### src/rtl/uart_irq_pkg.sv
package uart_irq_pkg;
    localparam int STAT_W  = 11;
    localparam int ADDR_W  = 3;
    localparam int N_LINES = 6;

    localparam int BIT_RX = 4;
    localparam int BIT_TX = 5;
    localparam int BIT_RT = 6;

    localparam logic [STAT_W-1:0] GRP_MS  = 11'h00F;
    localparam logic [STAT_W-1:0] GRP_RX  = 11'h010;
    localparam logic [STAT_W-1:0] GRP_TX  = 11'h020;
    localparam logic [STAT_W-1:0] GRP_RT  = 11'h040;
    localparam logic [STAT_W-1:0] GRP_ERR = 11'h780;

    typedef enum logic [ADDR_W-1:0] {
        REG_TXDATA = 3'd0,
        REG_MASK   = 3'd1,
        REG_RAW    = 3'd2,
        REG_MASKED = 3'd3,
        REG_CLEAR  = 3'd4
    } reg_sel_e;

    // Line 0 is the combined line; lines 1..5 are rx, tx, rt, modem, error.
    function automatic logic [STAT_W-1:0] line_group(input int idx);
        case (idx)
            0:       return GRP_MS | GRP_RX | GRP_TX | GRP_RT | GRP_ERR;
            1:       return GRP_RX;
            2:       return GRP_TX;
            3:       return GRP_RT;
            4:       return GRP_MS;
            default: return GRP_ERR;
        endcase
    endfunction
endpackage

### src/rtl/uart_irq_raw_reg.sv
module uart_irq_raw_reg #(
    parameter int W = 11
) (
    input  logic         clk,
    input  logic         rst_n,
    input  logic [W-1:0] set_vec,
    input  logic [W-1:0] clr_vec,
    output logic [W-1:0] raw
);
    logic [W-1:0] raw_d;

    // a set in the same cycle beats the clear
    always_comb raw_d = (raw & ~clr_vec) | set_vec;

    always_ff @(posedge clk) begin
        if (!rst_n) raw <= '0;
        else        raw <= raw_d;
    end
endmodule

### src/rtl/uart_irq_mask_reg.sv
module uart_irq_mask_reg #(
    parameter int W = 11
) (
    input  logic         clk,
    input  logic         rst_n,
    input  logic         load,
    input  logic [W-1:0] din,
    output logic [W-1:0] mask
);
    always_ff @(posedge clk) begin
        if (!rst_n)    mask <= '0;
        else if (load) mask <= din;
    end
endmodule

### src/rtl/uart_irq_router.sv
module uart_irq_router
    import uart_irq_pkg::*;
#(
    parameter int W = STAT_W,
    parameter int N = N_LINES
) (
    input  logic [W-1:0] masked,
    output logic [N-1:0] lines
);
    for (genvar k = 0; k < N; k++) begin : g_line
        localparam logic [W-1:0] SEL = line_group(k);
        assign lines[k] = |(masked & SEL);
    end
endmodule

### src/rtl/uart_irq_ctrl.sv
module uart_irq_ctrl
    import uart_irq_pkg::*;
#(
    parameter int DATA_W = 16
) (
    input  logic              clk,
    input  logic              rst_n,
    input  logic              reg_wr,
    input  logic [ADDR_W-1:0] reg_addr,
    input  logic [DATA_W-1:0] reg_wdata,
    output logic [DATA_W-1:0] reg_rdata,
    input  logic [STAT_W-1:0] evt_set,
    output logic              irq_combined,
    output logic              irq_rx,
    output logic              irq_tx,
    output logic              irq_rt,
    output logic              irq_ms,
    output logic              irq_err
);
    localparam int PAD_W = DATA_W - STAT_W;

    logic [STAT_W-1:0]  raw_q, mask_q, masked, set_all, clr_vec;
    logic [N_LINES-1:0] lines;
    logic               wr_tx, wr_mask, wr_clr;

    always_comb begin
        wr_tx   = reg_wr && (reg_addr == REG_TXDATA);
        wr_mask = reg_wr && (reg_addr == REG_MASK);
        wr_clr  = reg_wr && (reg_addr == REG_CLEAR);
        set_all = evt_set | (wr_tx ? GRP_TX : '0);
        clr_vec = wr_clr ? reg_wdata[STAT_W-1:0] : '0;
        masked  = raw_q & mask_q;
    end

    uart_irq_raw_reg #(.W(STAT_W)) u_raw (
        .clk(clk), .rst_n(rst_n), .set_vec(set_all), .clr_vec(clr_vec), .raw(raw_q)
    );

    uart_irq_mask_reg #(.W(STAT_W)) u_mask (
        .clk(clk), .rst_n(rst_n), .load(wr_mask),
        .din(reg_wdata[STAT_W-1:0]), .mask(mask_q)
    );

    uart_irq_router #(.W(STAT_W), .N(N_LINES)) u_route (
        .masked(masked), .lines(lines)
    );

    always_comb begin
        irq_combined = lines[0];
        irq_rx       = lines[1];
        irq_tx       = lines[2];
        irq_rt       = lines[3];
        irq_ms       = lines[4];
        irq_err      = lines[5];
    end

    always_comb begin
        case (reg_addr)
            REG_MASK:   reg_rdata = {{PAD_W{1'b0}}, mask_q};
            REG_RAW:    reg_rdata = {{PAD_W{1'b0}}, raw_q};
            REG_MASKED: reg_rdata = {{PAD_W{1'b0}}, masked};
            default:    reg_rdata = '0;
        endcase
    end
endmodule

### config.mk
export PLATFORM = sky130hd
export DESIGN_NAME = uart_irq_ctrl
export DESIGN_NICKNAME = d
export VERILOG_FILES = /design/src/rtl/uart_irq_pkg.sv /design/src/rtl/uart_irq_raw_reg.sv /design/src/rtl/uart_irq_mask_reg.sv /design/src/rtl/uart_irq_router.sv /design/src/rtl/uart_irq_ctrl.sv
export SDC_FILE = /design/constraint.sdc
export NUM_CORES = 1
export LEC_CHECK = 0
export ABC_CLOCK_PERIOD_IN_PS = 1350
export BUFFER_PORTS_ARGS = -buffer_cell sky130_fd_sc_hd__clkbuf_2
export CORE_AREA = 2 2 59 61
export CTS_CLUSTER_SIZE = 14
export DETAILED_ROUTE_END_ITERATION = 16
export DIE_AREA = 0 0 61 63
export PLACE_DENSITY = 0.73
export SLEW_MARGIN = 20
export SYNTH_ARGS = -nofsm -noshare
export SYNTH_HDL_FRONTEND = slang
export SYNTH_HIERARCHICAL = 1
export SYNTH_SLANG_ARGS = --single-unit
### constraint.sdc
create_clock -name clk -period 1.35 [get_ports clk]
set_input_delay 0.2025 -clock clk [delete_from_list [all_inputs] [get_ports clk]]
set_output_delay 0.2025 -clock clk [all_outputs]
set_load 0.02 [all_outputs]
Word level (Yosys, flattened, before mapping)
Index checks and enable logic that the tools add are counted.
- eq/ne operators: 4
- muxes and demuxes: 3
- bitwise operators: 5
- reduce and logical (&&, ||, !) cells: 7
- operator list (cell ; number):
    $pmux 11 s3 ; 1
    $and 11x11->11 ; 2
    $mux 11 ; 1
    $not 11->11 ; 1
    $or 11x11->11 ; 1
    $or 11x6->11 ; 1
    $reduce_or 11->1 ; 1
    $reduce_or 4->1 ; 2
    $eq 3x2->1 const B ; 2
    $mux 6 ; 1
    $eq 3x1->1 const B ; 1
    $eq 3x3->1 const B ; 1
    $logic_and 1x1->1 ; 3
    $logic_not 3->1 ; 1
- register bits: 22
- input bits: 33
- output and inout bits: 22

Depth between registers and ports, before layout
Gate-level depths: netlist of run 1.
- depth in word-level cells: 6
- mapped depth: 5

Hierarchy
The synthesis of run 1 kept the hierarchy.
- by module, submodules not included (module ; instances ; cells an instance ; area an instance (um2) ; seq. area each (um2)):
    uart_irq_ctrl ; 1 ; 70 ; 457.9 ; 0.0
    uart_irq_mask_reg ; 1 ; 35 ; 414.1 ; 220.2
    uart_irq_raw_reg ; 1 ; 34 ; 382.9 ; 220.2
    uart_irq_router ; 1 ; 7 ; 53.8 ; 0.0

Worst setup path before layout of run 1
OpenSTA, ideal clock, no wires.
- kind: reg-to-output
- start point: register u_mask.mask[7]
- end point: output port irq_combined
- arrival: 1.497 ns
- data required time: 1.148 ns
- path slack: -0.349 ns
- stages on the path, launching flop included: 5
- path buffers: 0
- cell sequence: dfxtp_1 inv_1 nor2_1 or4_1 or3_1
- cells in the longest elaborated chain, start to end: 2
- RTL lines (item ; line ; source):
    start: declaration ; uart_irq_mask_reg.sv:8 ; output logic [W-1:0] mask
    start signal: assignment ; uart_irq_mask_reg.sv:12 ; else if (load) mask <= din;
    $and 11x11->11 ; uart_irq_ctrl.sv:32 ; masked = raw_q & mask_q;
    via masked[7] ; uart_irq_ctrl.sv:22 ; logic [STAT_W-1:0] raw_q, mask_q, masked, set_all, clr_vec;
    $reduce_or 11->1 ; uart_irq_router.sv:12 ; assign lines[k] = |(masked & SEL);
    end: declaration ; uart_irq_ctrl.sv:13 ; output logic irq_combined,
The timed path passes the listed nets, and every way through them passes these cells.

Final worst setup path of run 1
- start point: register u_mask.mask[0]
- end point: output port irq_combined
The elaborated chain is that of the path after synthesis.

==> impl_metrics.json, run 1 <==
{
  "whs_path_depth": 2,
  "dieHeight_um": 63,
  "fmax_mhz": 495,
  "hold_buffers": 0,
  "crit_fanout": 2,
  "violations": "negative setup slack",
  "track_usage": 0.195,
  "setup_viol": 14,
  "syn_avg_cell_area_sq_um": 8.96,
  "htree_levels": 1,
  "ys_types": 22,
  "synth-edff-count": 0,
  "detail_route.vias_per_cell": 4.61,
  "routedWlPerCell_um": 13.3,
  "final-hold-violation-count": 0,
  "timing.rr.end": "u_mask/mask[5]",
  "drt_first_pass_iters": 4,
  "async_reset_ff_frac": 0,
  "n_antenna_cell": 0,
  "portBuffers": 44,
  "yosysSeqAreaShare": 0.337,
  "grt_setup_unrepaired": "yes",
  "worstPathArrival_ns": 1.82,
  "drt-initial-drc-count": 23,
  "nNetsFinal": 255,
  "cts_root_buffer": "clkbuf_4",
  "r2r-start": "u_mask/mask[5]",
  "synth_xor_area_frac": 0,
  "holdWs_ns": 0.0774,
  "synth-simple-area-share": 0.242,
  "wl_um": 3540,
  "max-cap-violations": 0,
  "initial_core_util": 0.405,
  "synthAdderAreaFrac": 0,
  "final_cells": 267,
  "drc": 0,
  "period_share": 1.50,
  "core_region_area_sq_um": 3230,
  "cts.reportedPaths.clkPinSlew_ns": 0.13,
  "dp_cells": 256,
  "place_congestion": 0.790,
  "cts_tree": "yes",
  "core.rowCount": 21,
  "status": "finished with violations",
  "path_class": "flip-flop to primary output",
  "hpwlAfterDp_um": 2400,
  "hp-class": "primary input to flip-flop",
  "synth-compound-area-share": 0.190,
  "cts_sinks": 22,
  "crit_path_end_kind": "primary output",
  "min_to": "u_raw/raw[10]",
  "yosysWarnings": 6,
  "period_minus_slack_ns": 2.02,
  "fin_tns_setup_ns": -2.76,
  "drive_gt1_frac": 0.670,
  "yosys.area.top_type": "dfxtp_1",
  "slew_violations": 0,
  "netlist_area_sq_um": 1310,
  "fin_ws_ns": -0.668,
  "totalPowerFinal_w": 0.00162,
  "muxShareOfSynthArea": 0.0841,
  "p_leak_nw": 0.912,
  "clkLatencyLatePin_ns": 0.32,
  "ir_worst_vdd_v": 0.000687,
  "fp.dieW_um": 61,
  "cts_buffer_depth": 2,
  "grt_first_pass_wirelength_um": 5530,
  "antenna_left": 0,
  "antenna_found_initial": 0,
  "io_pins": 55,
  "grt-ovfl-total": 0,
  "start_kind": "flip-flop",
  "numCtsBuffers": 3,
  "hold_start": "evt_set[10]",
  "grt_max_degree": 23,
  "netlist_top_cells_area": "dfxtp_1, a221oi_2, nor2b_1, mux2i_1, inv_1",
  "synth_top_area_share": 0.337,
  "synth_top_family_by_area": "simple AND/OR/NAND/NOR gates",
  "dr_total_vias": 1230,
  "ys_seq_elements": 22,
  "first_global_vias": 1209,
  "fin_worst_skew_ns": 0,
  "dominantRegCellSynth": "dfxtp_1",
  "synthTopCellsByCount": "dfxtp_1, inv_1, nor2b_1",
  "syn2layout_area_growth_pct": 56.6,
  "r2r.worst_path.cells": 3,
  "crit_required_ns": 1.15,
  "syn_inst": 146,
  "r2r_slack_ns": 0.60,
  "power_density_nw_per_um2": 789,
  "dieArea_sq_um": 3840
}
-- through the flow --
stage	setup WS, ns	util	cell area, sq um
CTS	-0.694	0.612	1980
floorplan	-0.234	-	1330
finish	-0.668	0.634	2050
global placement	-0.305	0.542	1750
global route	-0.725	0.634	2050
detailed placement	-0.327	0.542	1750
-- timing repair --
action	CTS	global route
buffers inserted	7	8
pin swaps	14	9
resized for setup	65	38
setup endpoints to repair	16	17
-- cell type report --
cell class / count / area (sq um)
Tap cell: 46 / 57.6
Timing Repair Buffer: 82 / 623
Inverter: 22 / 82.6
Clock inverter: 1 / 30.0
Sequential cell: 22 / 467
Fill cell: 286 / 1180
Multi-Input combinational cell: 91 / 767
Clock buffer: 3 / 22.5
-- sequential cells by signal, summed over array words and instances (netlist names) --
signal,count
u_raw/raw,11
u_mask/mask,11
-- placed cells by master (no fill, tap or decap) --
| cell | n |
|---|---|
| and2_1 | 11 |
| buf_6 | 15 |
| nor2b_1 | 22 |
| buf_4 | 35 |
| nor4bb_4 | 1 |
| or3_4 | 1 |
| inv_1 | 3 |
| and4bb_1 | 1 |
| clkbuf_8 | 1 |
| or2_2 | 1 |
| a221oi_4 | 2 |
| clkbuf_4 | 4 |
| dfxtp_1 | 1 |
| inv_2 | 19 |
| a221oi_2 | 9 |
| buf_2 | 1 |
| or3_1 | 1 |
| o21bai_1 | 1 |
| nor2_2 | 5 |
| dfxtp_2 | 21 |
| nor2_1 | 5 |
| nor4b_1 | 1 |
| bufinv_16 | 1 |
| nor2_4 | 1 |
| mux2i_1 | 11 |
| o21a_1 | 11 |
| buf_8 | 2 |
| conb_1 | 5 |
| or4_4 | 2 |
| clkbuf_2 | 27 |
-- worst max-delay path, stage by stage, from the launching register on --
cell and delay (ns):
dfxtp_2 0.35, inv_2 0.06, nor2_2 0.05, or4_4 0.51, or3_4 0.39, buf_8 0.14
-- per-layer routing --
layer | global-route usage | vias up | routed length, um
met5 | 0 | - | 0
met4 | 0.0734 | 0 | 59
met3 | 0.0373 | 5 | 158
met2 | 0.339 | 32 | 1840
met1 | 0.227 | 575 | 1480
li1 | - | 618 | -
-- worst max-delay path by stage --
stage | start | endpoint | slack [ns] | cells past startpoint
after floorplan | u_mask/mask[1] | irq_combined | -0.23 | 4
after global placement | u_mask/mask[1] | irq_combined | -0.30 | 5
after detailed placement | u_mask/mask[1] | irq_combined | -0.33 | 5
after CTS | u_mask/mask[9] | irq_combined | -0.69 | 5
after global routing | u_mask/mask[0] | irq_combined | -0.72 | 5
final | u_mask/mask[0] | irq_combined | -0.67 | 5
-- logic make-up (layout without fill, tap and decap cells) --
family | count (synthesis) | after routing
other cells | 1 | 5
buf+inv | 37 | 108
compound gates | 23 | 23
simple gates | 52 | 52
mux | 11 | 11
flops | 22 | 22
-- power by group --
part,switching (W),total (W),internal [W]
Clock,0.000219,0.000520,0.000301
Combinational,0.000192,0.000396,0.000204
Sequential,0.0000175,0.000703,0.000685
Note: power is estimated with default switching activity, not from simulation.
==> inputs of run 2 (changes only) <==
--- a/config.mk
+++ b/config.mk
@@ -11,6 +11,7 @@
 export CTS_CLUSTER_SIZE = 14
 export DETAILED_ROUTE_END_ITERATION = 16
 export DIE_AREA = 0 0 61 63
+export HOLD_SLACK_MARGIN = 0.08
 export PLACE_DENSITY = 0.73
 export SLEW_MARGIN = 20
 export SYNTH_ARGS = -nofsm -noshare
==> run 2 against run 1 <==
Compared with the run above: first-iteration DRC count up 35%; sequential cell count unchanged; the flow still finishes with violations (negative setup slack); maximum frequency down 0.21%; clock power up 1%; power up 2.5%; critical path type unchanged; non-clock buffer count up 11; utilization up 3.9 points; die area unchanged; global-route usage up 1.3 points; routed wire length up 9.2%; highest routed layer unchanged; register-to-register slack about the same; sequential share of layout area down 1.3 points.
==> impl_metrics.json, run 2 (synthesized netlist as in run 1, its figures left out) <==
{
  "cts_tree": "yes",
  "grt_max_degree": 23,
  "grt_setup_unrepaired": "yes",
  "nNetsFinal": 266,
  "fin_ws_ns": -0.673,
  "hp-class": "primary input to flip-flop",
  "crit_fanout": 2,
  "crit_required_ns": 1.15,
  "start_kind": "flip-flop",
  "track_usage": 0.208,
  "drt-initial-drc-count": 31,
  "core_region_area_sq_um": 3230,
  "hpwlAfterDp_um": 2400,
  "drc": 0,
  "r2r-start": "u_mask/mask[7]",
  "cts_buffer_depth": 2,
  "timing.rr.end": "u_mask/mask[7]",
  "final_cell_mix": "buf_4, clkbuf_2, nor2b_1, dfxtp_2, inv_2",
  "layout_commonest_cell": "buf_4",
  "hold_start": "reg_wdata[0]",
  "setup_viol": 14,
  "portBuffers": 44,
  "violations": "negative setup slack",
  "wl_um": 3870,
  "drive_gt1_frac": 0.638,
  "period_minus_slack_ns": 2.02,
  "r2r_slack_ns": 0.59,
  "status": "finished with violations",
  "n_antenna_cell": 0,
  "numCtsBuffers": 3,
  "grt-ovfl-total": 0,
  "min_to": "u_mask/mask[0]",
  "power_density_nw_per_um2": 762,
  "antenna_found_initial": 0,
  "dieHeight_um": 63,
  "first_global_vias": 1283,
  "fin_tns_setup_ns": -3.12,
  "drt_first_pass_iters": 4,
  "place_congestion": 0.790,
  "top_regs": "u_mask/mask x11, u_raw/raw x11",
  "syn2layout_area_growth_pct": 66.3,
  "crit_path_end_kind": "primary output",
  "r2r.worst_path.cells": 3,
  "whs_path_depth": 3,
  "antenna_left": 0,
  "cts_sinks": 22,
  "fp.dieW_um": 61,
  "detail_route.vias_per_cell": 4.62,
  "period_share": 1.50,
  "holdWs_ns": 0.134,
  "slew_violations": 0,
  "max-cap-violations": 0,
  "cts.reportedPaths.clkPinSlew_ns": 0.12,
  "dr_total_vias": 1285,
  "core.rowCount": 21,
  "final-hold-violation-count": 0,
  "htree_levels": 1,
  "fmax_mhz": 494,
  "path_class": "flip-flop to primary output",
  "worstPathArrival_ns": 1.82,
  "grt_first_pass_wirelength_um": 5800,
  "ir_worst_vdd_v": 0.000585,
  "clkLatencyLatePin_ns": 0.33,
  "dieArea_sq_um": 3840,
  "initial_core_util": 0.405,
  "io_pins": 55,
  "fin_worst_skew_ns": 0,
  "routedWlPerCell_um": 13.9,
  "p_leak_nw": 0.967,
  "cts_root_buffer": "clkbuf_4"
}
==> run 2: cell count changes in the layout (fill, tap and decap cells not counted) <==
cell,change
buf_6,+2
nor2_1,+1
nor2_2,-1
buf_2,-1
a221oi_2,-1
dlygate4sd3_1,+10
a221oi_4,+1
==> run 2: worst max-delay path, stage by stage (launching register included) <==
cell and delay, ns:
dfxtp_2 0.35, inv_2 0.06, nor2_1 0.05, or4_4 0.51, or3_4 0.38, buf_8 0.14
==> run 2: what timing repair did <==
item	CTS	global route
endpoints found under the hold margin	8	2
pin swaps	14	10
buffers inserted	7	9
endpoints found under the setup margin	16	17
gates cloned	0	0
hold buffers	8	2
resized for setup	65	42
==> run 2: through the flow <==
stage	area, sq um	power [W]	utilization	worst slack, ns	std cells
after floorplan	1330	0.000903	-	-0.234	150
after global placement	1750	0.00103	0.542	-0.305	256
after detailed placement	1750	0.00104	0.542	-0.327	256
after CTS	2060	0.00162	0.636	-0.694	272
after global routing	2180	0.00172	0.673	-0.729	278
final	2180	0.00166	0.673	-0.673	278
==> run 2: how the worst max path moves through the flow <==
stage	slack (ns)	endpoint	cells past startpoint	start
4_1_cts	-0.69	irq_combined	5	u_mask/mask[9]
3_5_place_dp	-0.33	irq_combined	5	u_mask/mask[1]
2_1_floorplan	-0.23	irq_combined	4	u_mask/mask[1]
3_3_place_gp	-0.30	irq_combined	5	u_mask/mask[1]
5_1_grt	-0.73	irq_combined	5	u_mask/mask[2]
6_report	-0.67	irq_combined	5	u_mask/mask[0]
==> run 2: power by group <==
part | leakage, nW | switching (W) | internal, W
registers | 0.188 | 0.0000177 | 0.000685
clock network | 0.0279 | 0.000226 | 0.000301
logic | 0.751 | 0.000203 | 0.000226
==> run 2: per-layer routing <==
layer	up-vias	routed length [um]	GRT usage
li1	638	-	-
met1	605	1610	0.230
met2	34	1990	0.352
met3	8	168	0.0476
met4	0	99	0.114
met5	-	0	0
==> run 2: area by class of cell <==
| type | count | area (sq um) |
|---|---|---|
| clock buffers | 3 | 22.5 |
| clock inverters | 1 | 30.0 |
| fillers | 253 | 1060 |
| inverters | 22 | 82.6 |
| multi-input cells | 91 | 776 |
| flip-flops and latches | 22 | 467 |
| well taps | 46 | 57.6 |
| repair buffers | 93 | 741 |
